**config.mk**
```make
export PLATFORM = sky130hd
export DESIGN_NAME = rr_load_spreader
export DESIGN_NICKNAME = d
export VERILOG_FILES = /design/src/rtl/rrd_pkg.sv /design/src/rtl/rrd_rotator.sv /design/src/rtl/rrd_lane_timer.sv /design/src/rtl/rrd_route_table.sv /design/src/rtl/rr_load_spreader.sv
export SDC_FILE = /design/constraint.sdc
export NUM_CORES = 1
export LEC_CHECK = 0
export BUFFER_PORTS_ARGS = -buffer_cell sky130_fd_sc_hd__buf_2
export CAP_MARGIN = 10
export CORE_ASPECT_RATIO = 0.5
export CORE_MARGIN = 2
export CORE_UTILIZATION = 50
export CTS_CLUSTER_DIAMETER = 30
export DETAILED_ROUTE_END_ITERATION = 7
export PLACE_DENSITY = 0.77
export SETUP_SLACK_MARGIN = 0.15
export SYNTH_ARGS = -nofsm -noshare
export SYNTH_HDL_FRONTEND = slang
export SYNTH_SLANG_ARGS = --single-unit
export TNS_END_PERCENT = 30
```
**constraint.sdc**
```tcl
create_clock -name clk -period 7.1 [get_ports clk]
set_input_delay 0.355 -clock clk [delete_from_list [all_inputs] [get_ports clk]]
set_output_delay 0.355 -clock clk [all_outputs]
set_load 0.02 [all_outputs]
```
**src/rtl/rrd_pkg.sv**
```systemverilog
package rrd_pkg;

   // cycles a lane stays occupied for a payload of the given byte count
   function automatic int unsigned beats_for(input int unsigned nbytes,
                                             input int unsigned per_cycle);
      return (nbytes + per_cycle - 1) / per_cycle;
   endfunction

   // upstream port identifier stored in the route table (single requester)
   localparam int unsigned UPSTREAM_ID = 0;

endpackage

```
**src/rtl/rrd_rotator.sv**
```systemverilog
module rrd_rotator #(
   parameter int NUM_LANES = 4,
   parameter int PTR_W     = 2
) (
   input  logic             clk,
   input  logic             rst_n,
   input  logic             advance,
   output logic [PTR_W-1:0] ptr
);
   localparam logic [PTR_W-1:0] LAST = PTR_W'(NUM_LANES - 1);

   logic [PTR_W-1:0] ptr_q;

   always_ff @(posedge clk or negedge rst_n) begin
      if (!rst_n)       ptr_q <= '0;
      else if (advance) ptr_q <= (ptr_q == LAST) ? '0 : ptr_q + 1'b1;
   end

   assign ptr = ptr_q;
endmodule

```
**src/rtl/rrd_lane_timer.sv**
```systemverilog
module rrd_lane_timer #(
   parameter int BEAT_W = 5
) (
   input  logic              clk,
   input  logic              rst_n,
   input  logic              take,
   input  logic              stall,
   input  logic [BEAT_W-1:0] beats,
   output logic              busy
);
   logic [BEAT_W-1:0] left_q;

   always_ff @(posedge clk or negedge rst_n) begin
      if (!rst_n)              left_q <= '0;
      else if (take)           left_q <= beats;
      else if (stall)          left_q <= BEAT_W'(1);
      else if (left_q != '0)   left_q <= left_q - 1'b1;
   end

   assign busy = (left_q != '0);

   // a downstream refusal blocks the lane in the next cycle
   a_r4_stall_blocks: assert property (@(posedge clk) disable iff (!rst_n)
      stall && !take |=> busy);
   // a payload-bearing accept occupies the lane
   a_r5_take_occupies: assert property (@(posedge clk) disable iff (!rst_n)
      take && (beats != '0) |=> busy);
   // an accept without payload leaves the lane free
   a_r5_empty_free: assert property (@(posedge clk) disable iff (!rst_n)
      take && (beats == '0) |=> !busy);
endmodule

```
**src/rtl/rrd_route_table.sv**
```systemverilog
module rrd_route_table #(
   parameter int TAG_W = 4,
   parameter int SRC_W = 1
) (
   input  logic             clk,
   input  logic             rst_n,
   input  logic             set_en,
   input  logic [TAG_W-1:0] set_tag,
   input  logic [SRC_W-1:0] set_src,
   input  logic             clr_en,
   input  logic [TAG_W-1:0] look_tag,
   output logic             look_hit,
   output logic [SRC_W-1:0] look_src
);
   localparam int DEPTH = 1 << TAG_W;

   logic [DEPTH-1:0] live_q;
   logic [SRC_W-1:0] src_q [DEPTH];

   always_ff @(posedge clk or negedge rst_n) begin
      if (!rst_n) begin
         live_q <= '0;
      end else begin
         if (clr_en) live_q[look_tag] <= 1'b0;
         if (set_en) live_q[set_tag]  <= 1'b1;
      end
   end

   always_ff @(posedge clk) begin
      if (set_en) src_q[set_tag] <= set_src;
   end

   assign look_hit = live_q[look_tag];
   assign look_src = src_q[look_tag];

   // a tag is never recorded twice while its entry is live
   a_r7_no_dup: assert property (@(posedge clk) disable iff (!rst_n)
      set_en |-> !live_q[set_tag]);
   // a response must find its entry
   a_r7_rsp_known: assert property (@(posedge clk) disable iff (!rst_n)
      clr_en |-> live_q[look_tag]);
endmodule

```
**src/rtl/rr_load_spreader.sv**
```systemverilog
module rr_load_spreader #(
   parameter int NUM_LANES            = 4,
   parameter int LANE_BYTES_PER_CYCLE = 16,
   parameter int CMD_W                = 4,
   parameter int ADDR_W               = 32,
   parameter int SIZE_W               = 8,
   parameter int TAG_W                = 4,
   parameter int SRC_W                = 1,
   parameter int CNT_W                = 32,
   parameter int DELAY_W              = 8,
   parameter int FRONT_LAT            = 2,
   parameter int FWD_LAT              = 1,
   localparam int PTR_W = (NUM_LANES > 1) ? $clog2(NUM_LANES) : 1
) (
   input  logic                       clk,
   input  logic                       rst_n,
   input  logic                       up_valid,
   output logic                       up_ready,
   input  logic [CMD_W-1:0]           up_cmd,
   input  logic [ADDR_W-1:0]          up_addr,
   input  logic [SIZE_W-1:0]          up_size,
   input  logic                       up_has_data,
   input  logic                       up_needs_rsp,
   input  logic                       up_rsp_elsewhere,
   input  logic [TAG_W-1:0]           up_tag,
   output logic [NUM_LANES-1:0]       dn_valid,
   input  logic [NUM_LANES-1:0]       dn_ready,
   output logic [CMD_W-1:0]           dn_cmd,
   output logic [ADDR_W-1:0]          dn_addr,
   output logic [SIZE_W-1:0]          dn_size,
   output logic                       dn_has_data,
   output logic                       dn_needs_rsp,
   output logic [TAG_W-1:0]           dn_tag,
   output logic [DELAY_W-1:0]         dn_delay,
   input  logic                       rsp_valid,
   input  logic [TAG_W-1:0]           rsp_tag,
   output logic                       rsp_hit,
   output logic [SRC_W-1:0]           rsp_src,
   input  logic                       rng_valid,
   input  logic [PTR_W-1:0]           rng_lane,
   input  logic [ADDR_W-1:0]          rng_lo,
   input  logic [ADDR_W-1:0]          rng_hi,
   output logic                       map_known,
   output logic [ADDR_W-1:0]          map_lo,
   output logic [ADDR_W-1:0]          map_hi,
   output logic [NUM_LANES*CNT_W-1:0] pkt_cnt,
   output logic [NUM_LANES*CNT_W-1:0] byte_cnt
);
   import rrd_pkg::*;

   localparam int MAX_BEATS = beats_for((1 << SIZE_W) - 1, LANE_BYTES_PER_CYCLE);
   localparam int BEAT_W    = (MAX_BEATS > 0) ? $clog2(MAX_BEATS + 1) : 1;
   localparam logic [PTR_W-1:0] LAST = PTR_W'(NUM_LANES - 1);

   // elaboration-time parameter checks
   if (NUM_LANES < 1)            begin : g_bad_lanes $error("NUM_LANES must be at least 1"); end
   if (LANE_BYTES_PER_CYCLE < 1) begin : g_bad_rate  $error("LANE_BYTES_PER_CYCLE must be at least 1"); end
   if (TAG_W < 1 || TAG_W > 8)   begin : g_bad_tag   $error("TAG_W must lie in 1..8"); end
   if (FRONT_LAT + FWD_LAT >= (1 << DELAY_W)) begin : g_bad_dly $error("latency sum exceeds DELAY_W"); end

   logic [PTR_W-1:0]     ptr;
   logic [NUM_LANES-1:0] lane_busy;
   logic                 sel_busy, sel_ready, accept, refuse;
   logic [SIZE_W-1:0]    pay_bytes;
   logic [BEAT_W-1:0]    pay_beats;

   // rotation pointer advances on every offered request
   rrd_rotator #(.NUM_LANES(NUM_LANES), .PTR_W(PTR_W)) u_rot (
      .clk(clk), .rst_n(rst_n), .advance(up_valid), .ptr(ptr));

   always_comb begin
      sel_busy  = 1'b0;
      sel_ready = 1'b0;
      for (int i = 0; i < NUM_LANES; i++) begin
         if (ptr == PTR_W'(i)) begin
            sel_busy  = lane_busy[i];
            sel_ready = dn_ready[i];
         end
      end
   end

   assign accept    = up_valid && !sel_busy && sel_ready;
   assign refuse    = up_valid && !sel_busy && !sel_ready;
   assign up_ready  = accept;
   assign pay_bytes = up_has_data ? up_size : '0;
   assign pay_beats = BEAT_W'(beats_for(int'(pay_bytes), LANE_BYTES_PER_CYCLE));

   // shared forward buses
   assign dn_cmd       = up_cmd;
   assign dn_addr      = up_addr;
   assign dn_size      = up_size;
   assign dn_has_data  = up_has_data;
   assign dn_needs_rsp = up_needs_rsp;
   assign dn_tag       = up_tag;
   assign dn_delay     = DELAY_W'(FRONT_LAT + FWD_LAT);

   // per-lane occupancy and counters
   for (genvar g = 0; g < NUM_LANES; g++) begin : g_lane
      logic             hit;
      logic [CNT_W-1:0] pkt_q, byte_q;

      assign hit         = (ptr == PTR_W'(g));
      assign dn_valid[g] = up_valid && hit && !lane_busy[g];

      rrd_lane_timer #(.BEAT_W(BEAT_W)) u_tmr (
         .clk(clk), .rst_n(rst_n),
         .take(accept && hit), .stall(refuse && hit),
         .beats(pay_beats), .busy(lane_busy[g]));

      always_ff @(posedge clk or negedge rst_n) begin
         if (!rst_n) begin
            pkt_q  <= '0;
            byte_q <= '0;
         end else if (accept && hit) begin
            pkt_q  <= pkt_q + 1'b1;
            byte_q <= byte_q + CNT_W'(pay_bytes);
         end
      end

      assign pkt_cnt[g*CNT_W +: CNT_W]  = pkt_q;
      assign byte_cnt[g*CNT_W +: CNT_W] = byte_q;
   end

   // response routing
   rrd_route_table #(.TAG_W(TAG_W), .SRC_W(SRC_W)) u_route (
      .clk(clk), .rst_n(rst_n),
      .set_en(accept && up_needs_rsp && !up_rsp_elsewhere),
      .set_tag(up_tag), .set_src(SRC_W'(UPSTREAM_ID)),
      .clr_en(rsp_valid), .look_tag(rsp_tag),
      .look_hit(rsp_hit), .look_src(rsp_src));

   // address window learned from lane 0 only
   always_ff @(posedge clk or negedge rst_n) begin
      if (!rst_n) begin
         map_known <= 1'b0;
         map_lo    <= '0;
         map_hi    <= '0;
      end else if (rng_valid && rng_lane == '0) begin
         map_known <= 1'b1;
         map_lo    <= rng_lo;
         map_hi    <= rng_hi;
      end
   end

   // pointer steps once per offered request, wrapping at the last lane
   a_r2_ptr_step: assert property (@(posedge clk) disable iff (!rst_n)
      up_valid |=> ptr == (($past(ptr) == LAST) ? '0 : $past(ptr) + 1'b1));
   // pointer holds when nothing is offered
   a_r2_ptr_hold: assert property (@(posedge clk) disable iff (!rst_n)
      !up_valid |=> $stable(ptr));
   // at most one lane sees the request
   a_r2_one_lane: assert property (@(posedge clk) disable iff (!rst_n)
      $onehot0(dn_valid));
   // an occupied lane receives nothing and the request is refused
   a_r3_busy_silent: assert property (@(posedge clk) disable iff (!rst_n)
      up_valid && sel_busy |-> (dn_valid == '0) && !up_ready);
   // other lanes' announcements do not move the window
   a_r9_range_ignore: assert property (@(posedge clk) disable iff (!rst_n)
      rng_valid && (rng_lane != '0) |=> $stable(map_lo) && $stable(map_hi) && $stable(map_known));
endmodule

```
# Word-level counts from Yosys, hierarchy flattened
# Index checks and enable logic that the tools add are counted.
dict set report classes {
  bitwise_logic 3
  n_eq_ne 3
  n_mul 0
  add_sub_neg 15
  div 0
  muxes 30
  order_cmp 4
  n_shift 0
  reduce_logical 41
}
# cell count
set op_table {}
lappend op_table {{32-bit by 1-bit adder with 32-bit output (second input constant)} 4}
lappend op_table {{32-bit by 8-bit adder with 32-bit output} 4}
lappend op_table {{5-bit two-way mux} 12}
lappend op_table {{16-bit two-way mux} 2}
lappend op_table {{1-bit logical AND} 24}
lappend op_table {{5-bit nonzero test} 4}
lappend op_table {{5-bit by 1-bit subtractor with 5-bit output (second input constant)} 4}
lappend op_table {{16-bit AND} 1}
lappend op_table {{16-bit inverter} 1}
lappend op_table {{16-bit bitwise OR} 1}
lappend op_table {{3-bit nonzero test} 4}
lappend op_table {{1-bit two-way mux} 11}
lappend op_table {{4-bit by 5-bit less-than comparator with 1-bit output (second input constant)} 2}
lappend op_table {{8-bit by 5-bit adder with 9-bit output (second input constant)} 1}
lappend op_table {{9-bit by 1-bit subtractor with 9-bit output (second input constant)} 1}
lappend op_table {{1-bit demux with 4-bit select} 2}
lappend op_table {{4-bit by 1-bit >= comparator with 1-bit output (second input constant)} 2}
lappend op_table {{8-bit two-way mux} 1}
lappend op_table {{1-bit logical NOT} 7}
lappend op_table {{1-bit binary-select mux with 4-bit select} 1}
lappend op_table {{2-bit equality test (second input constant)} 2}
lappend op_table {{2-bit logical NOT} 2}
lappend op_table {{2-bit by 1-bit adder with 2-bit output (second input constant)} 1}
lappend op_table {{2-bit by 1-bit equality test with 1-bit output (second input constant)} 1}
lappend op_table {{2-bit two-way mux} 1}
dict set report totals {
  romBits 0
  mem_count 0
  ff_bits 359
  wordCells 113
  in_bits 130
  latch_bits 0
  ramBits 0
  out_inout_bits 386
}

# Depth between registers and ports, before layout
dict set report depth {
  depth_word 11
  depth_mapped 14
  mapped_depth_nobuf 9
}

# Modules after synthesis
# From an unflattened synthesis, not the netlist that was laid out.
dict set report hier_totals {
  hier_cells 1693
  hier_area_um2 18758.0
}
# mod cells_per_inst area_each_um2 seq_area_each_um2 instances
set modules_own_cells {}
lappend modules_own_cells {rr_load_spreader 1464 16016.6 8032.7 1}
lappend modules_own_cells {rrd_route_table 119 1511.4 880.8 1}
lappend modules_own_cells {rrd_lane_timer 26 285.3 125.1 4}
lappend modules_own_cells {rrd_rotator 6 88.8 50.0 1}

# Worst setup path before layout
# No wires, ideal clock.
dict set report synth_timing {
  path_kind {input to register}
  start {input up_has_data}
  end {register g_lane[1].byte_q[28]}
  arrival_time_ns 3.531
  path_slack_ns 3.489
  path_stages 14
  t_required_ns 7.020
  setup_time_ns 0.080
  n_path_buf 5
  cell_sequence {clkbuf_1 > clkbuf_1 > clkbuf_1 > clkbuf_1 > and2_1 > ha_1 > ha_1 > a21oi_1 > a311oi_1 > a221oi_1 > o31a_1 > clkbuf_1 > nor4_1 > xor2_1}
}
dict set report synth_via {
  elab_chain_cells 2
}
# item line_no
set synth_rtl {}
lappend synth_rtl {{start: declaration} rr_load_spreader.sv:22} ;# input logic up_has_data,
lappend synth_rtl {{8-bit two-way mux} rr_load_spreader.sv:85} ;# assign pay_bytes = up_has_data ? up_size : '0;
lappend synth_rtl {{32-bit by 8-bit adder with 32-bit output} rr_load_spreader.sv:116} ;# byte_q <= byte_q + CNT_W'(pay_bytes);
lappend synth_rtl {{end signal: assignment} rr_load_spreader.sv:116}
lappend synth_rtl {{end: declaration} rr_load_spreader.sv:100} ;# logic [CNT_W-1:0] pkt_q, byte_q;
# No other way between the ends.
# A chain may end at the register's enable or synchronous reset.

# Worst setup path after layout
dict set report layout_timing {
  start {register u_rot.ptr_q[0] (netlist: u_rot.ptr[0])}
  end {output up_ready}
}
dict set report layout_via {
  elab_chain_cells 8
  elab_cells_between_ends 15
  classes_between {eq/ne: 3; mux: 8; reduce/logical: 4}
}
# item line_no
set layout_rtl {}
lappend layout_rtl {{start: declaration} rrd_rotator.sv:12} ;# logic [PTR_W-1:0] ptr_q;
lappend layout_rtl {{start signal: assignment} rrd_rotator.sv:16} ;# else if (advance) ptr_q <= (ptr_q == LAST) ? '0 : ptr_q + 1'b1;
lappend layout_rtl {{2-bit logical NOT} rr_load_spreader.sv:75} ;# if (ptr == PTR_W'(i)) begin
lappend layout_rtl {{1-bit two-way mux (4 in a row)} rr_load_spreader.sv:75}
lappend layout_rtl {{1-bit logical NOT} rr_load_spreader.sv:82} ;# assign accept = up_valid && !sel_busy && sel_ready;
lappend layout_rtl {{1-bit logical AND} rr_load_spreader.sv:82}
lappend layout_rtl {{1-bit logical AND *} rr_load_spreader.sv:82}
lappend layout_rtl {{end: declaration} rr_load_spreader.sv:18} ;# output logic up_ready,
# Mark *: on every way between the ends. The rest lies on a longest branch, timed or not.

==> qor.yml <==
sta:
  relSlewSlack_pct: 10.72
  max_freq_mhz: 250.4
  fin_tns_setup_ps: 0
  fin_ws_ps: 3107
  finalCritPeriodShare_pct: 56.24
  rsz0062_at_grt: "false"
  slew_violations: 0
  fin_crit_ps: 3993
  finalSetupViolCount: 0
  timing.hold.ws_ps: 32.00
  tightestPinTransition_ps: 1336
  hold_viol_final: 0
  fin_skew_ps: 20.38
setup_path:
  cp-end-kind: "output pin"
  r2r_setup_slack_ps: 3180
  path_class: "flop to output pin"
  arrival_ps: 3640
  path_max_fanout: 16
  r2r-end: "g_lane[0].byte_q[20]"
  rr_startpoint: "u_rot.ptr[0]"
  cp-start-kind: "flop"
  required_ps: 6740
  ff2ff_path_depth: 8
cells_and_area:
  drive_above_1_share_pct: 29.06
  nets: 2279
  final_common_cell: "buf_2"
  antenna_cells: 0
  final_cell_area_mm2: 0.02206
  area_delta_synth_final_pct: 21.14
  final_cell_mix: "buf_2, dfrtp_1, nand2_1"
placement:
  placed_cell_area_mm2: 0.02040
  port_buffers: 434
  place_hpwl_mm: 36.19
  gp_congestion: 0.8957
  place_ws_ps: 3316
power:
  powerDensity_mw_per_mm2: 290.6
  power_w: 0.006410
  ir_drop_v: 0.0002172
  leakagePower_nw: 11.11
floorplanning:
  rows: 49
  core-area_mm2: 0.03593
  ios: 516
  die_x_um: 273.9
  dieArea_mm2: 0.03805
  start_util_pct: 50.68
  die_h_um: 138.9
clocking:
  clock-sinks: 359
  clk_pin_slew_ps: 60
  htree_levels: 2
  cts_buffer_depth: 3
  clock_latency_ps: 560
  postCtsResizedCells: 0
  cts_setup_buffers: 0
  postCtsHoldBufs: 1
  cts_buffers: 48
  root_buffer: "clkbuf_16"
  cts_tree: "yes"
yosys:
  yosysWarnings: 0
  synth_seq_cells: 359
  ys_types: 75
  synth_flop_cell: "dfrtp_1"
  syn_area_mm2: 0.01821
  synth.avg_cell_area_um2: 10.49
  yosysSeqAreaShare_pct: 49.34
  synth_edf_count: 0
  synthArstFlopShare_pct: 100.0
  syn_inst: 1736
grt:
  grt_max_degree: 154
  grt_pass1_wl_mm: 77.95
  grt_pass1_vias: 14030
  gr-total-overflow: 0
  track_usage_pct: 25.52
  antenna_found_initial: 0
status:
  status: "complete, no violations"
run:
  drv_cap: 0
route:
  dr.pass1.iters: 5
  viasPerCell: 5.532
  wl_mm: 49.81
  wl_per_cell_um: 18.93
  dr.first_iter.drc_count: 1179
  ant_nets: 0
  drc_errors: 0
  vias: 14550
min_path:
  min_to: "map_hi[7]"
  min_path_type: "input pin to flop"
  min-delay-start: "rng_hi[7]"
  hold_path_depth: 2
==> where the power goes <==
group          switching, W  total (W)  internal [W]
clock network      0.000991    0.00249       0.00150
logic              0.000879    0.00141      0.000533
registers          0.000230    0.00251       0.00228
total               0.00210    0.00641       0.00431
==> logic make-up (layout without fill, tap and decap cells) <==
| group | after synthesis | count (layout) | synth area share, % |
|---|---|---|---|
| compound gates | 225 | 225 | 8.191 |
| xor+xnor | 256 | 256 | 12.31 |
| fa+ha+maj | 41 | 41 | 2.804 |
| buf+inv | 172 | 576 | 4.851 |
| flops | 359 | 359 | 49.34 |
| mux | 76 | 76 | 4.989 |
| other cells | 2 | 9 | 0.04124 |
| simple gates | 605 | 605 | 17.47 |
==> how the worst max path moves through the flow <==
| stage | startpoint | cells past startpoint | slack (ps) | end |
|---|---|---|---|---|
| after floorplan | up_has_data | 14 | 3490 | g_lane[1].byte_q[28] |
| after global placement | u_rot.ptr[0] | 8 | 3510 | g_lane[0].byte_q[14] |
| after detailed placement | u_rot.ptr[0] | 8 | 3320 | g_lane[1].byte_q[16] |
| after CTS | u_rot.ptr[0] | 7 | 3180 | up_ready |
| after global routing | u_rot.ptr[0] | 7 | 2980 | up_ready |
| final | u_rot.ptr[0] | 7 | 3110 | up_ready |
==> synthesized netlist by cell type (5+ instances only) <==
cell	n	share of area [%]
dfrtp_1	359	49
nand2_1	164	3.4
xnor2_1	162	7.8
xor2_1	94	4.5
nor2_1	86	1.8
nand3_1	77	2.1
mux2_2	68	4.2
o21ai_0	65	1.8
clkbuf_1	64	1.3
buf_4	60	2.5
nand4_1	56	1.9
and3_1	43	1.5
inv_1	42	0.87
ha_1	40	2.7
nor3_1	40	1.1
a21oi_1	39	1.1
and4_1	30	1.4
and2_1	22	0.76
a22oi_1	13	0.54
nor4_1	13	0.45
o211ai_1	12	0.49
a211oi_1	11	0.45
o311ai_0	11	0.53
nor3b_1	10	0.41
nand2b_1	9	0.31
or3_1	9	0.31
nor2b_1	8	0.27
o22ai_1	8	0.27
nand3b_1	7	0.29
nor4b_1	7	0.34
o31ai_1	7	0.29
or2_2	7	0.24
a21o_1	6	0.25
a211o_1	5	0.24
a31oi_1	5	0.17
mux4_2	5	0.62
o21a_1	5	0.21
==> layout make-up <==
class | instances | area (um2)
flip-flops and latches | 359 | 8984
repair buffers | 446 | 2287
multi-input cells | 1212 | 8378
inverters | 42 | 157.7
fillers | 2954 | 13870
clock buffers | 58 | 1280
clock inverters | 30 | 366.6
well taps | 484 | 605.6
==> metal layers <==
metal	share of wire, %	GRT usage [%]	wire length [um]	vias up
met4	4.4	10.78	2180	0
met1	41	32.23	20320	7123
met3	6.1	5.454	3040	132
met2	49	42.65	24270	475
met5	0	0	0	-
li1	-	-	-	6824
==> critical path, cell delays in order (launching register included) <==
cell and delay [ps]:
dfrtp_1 400, inv_1 120, ha_1 380, nor2b_1 250, a21oi_1 110, nor2b_1 1020
and2_1 540, buf_2 250
==> state kept, by name, summed over array words and instances, names as in the netlist <==
name                 count
u_rot.ptr                2
g_lane.u_tmr.left_q     20
g_lane.byte_q          128
map_lo                  32
u_route.live_q          16
g_lane.pkt_q           128
map_known                1
map_hi                  32
==> metrics by stage <==
| stage | utilization [%] | cells |
|---|---|---|
| after floorplan | - | 1743 |
| after global routing | 61.40 | 2631 |
| final | 61.40 | 2631 |
| after global placement | 56.79 | 2542 |
| after CTS | 61.40 | 2631 |
| after detailed placement | 56.79 | 2542 |
Power figures use the tool's default switching activity.
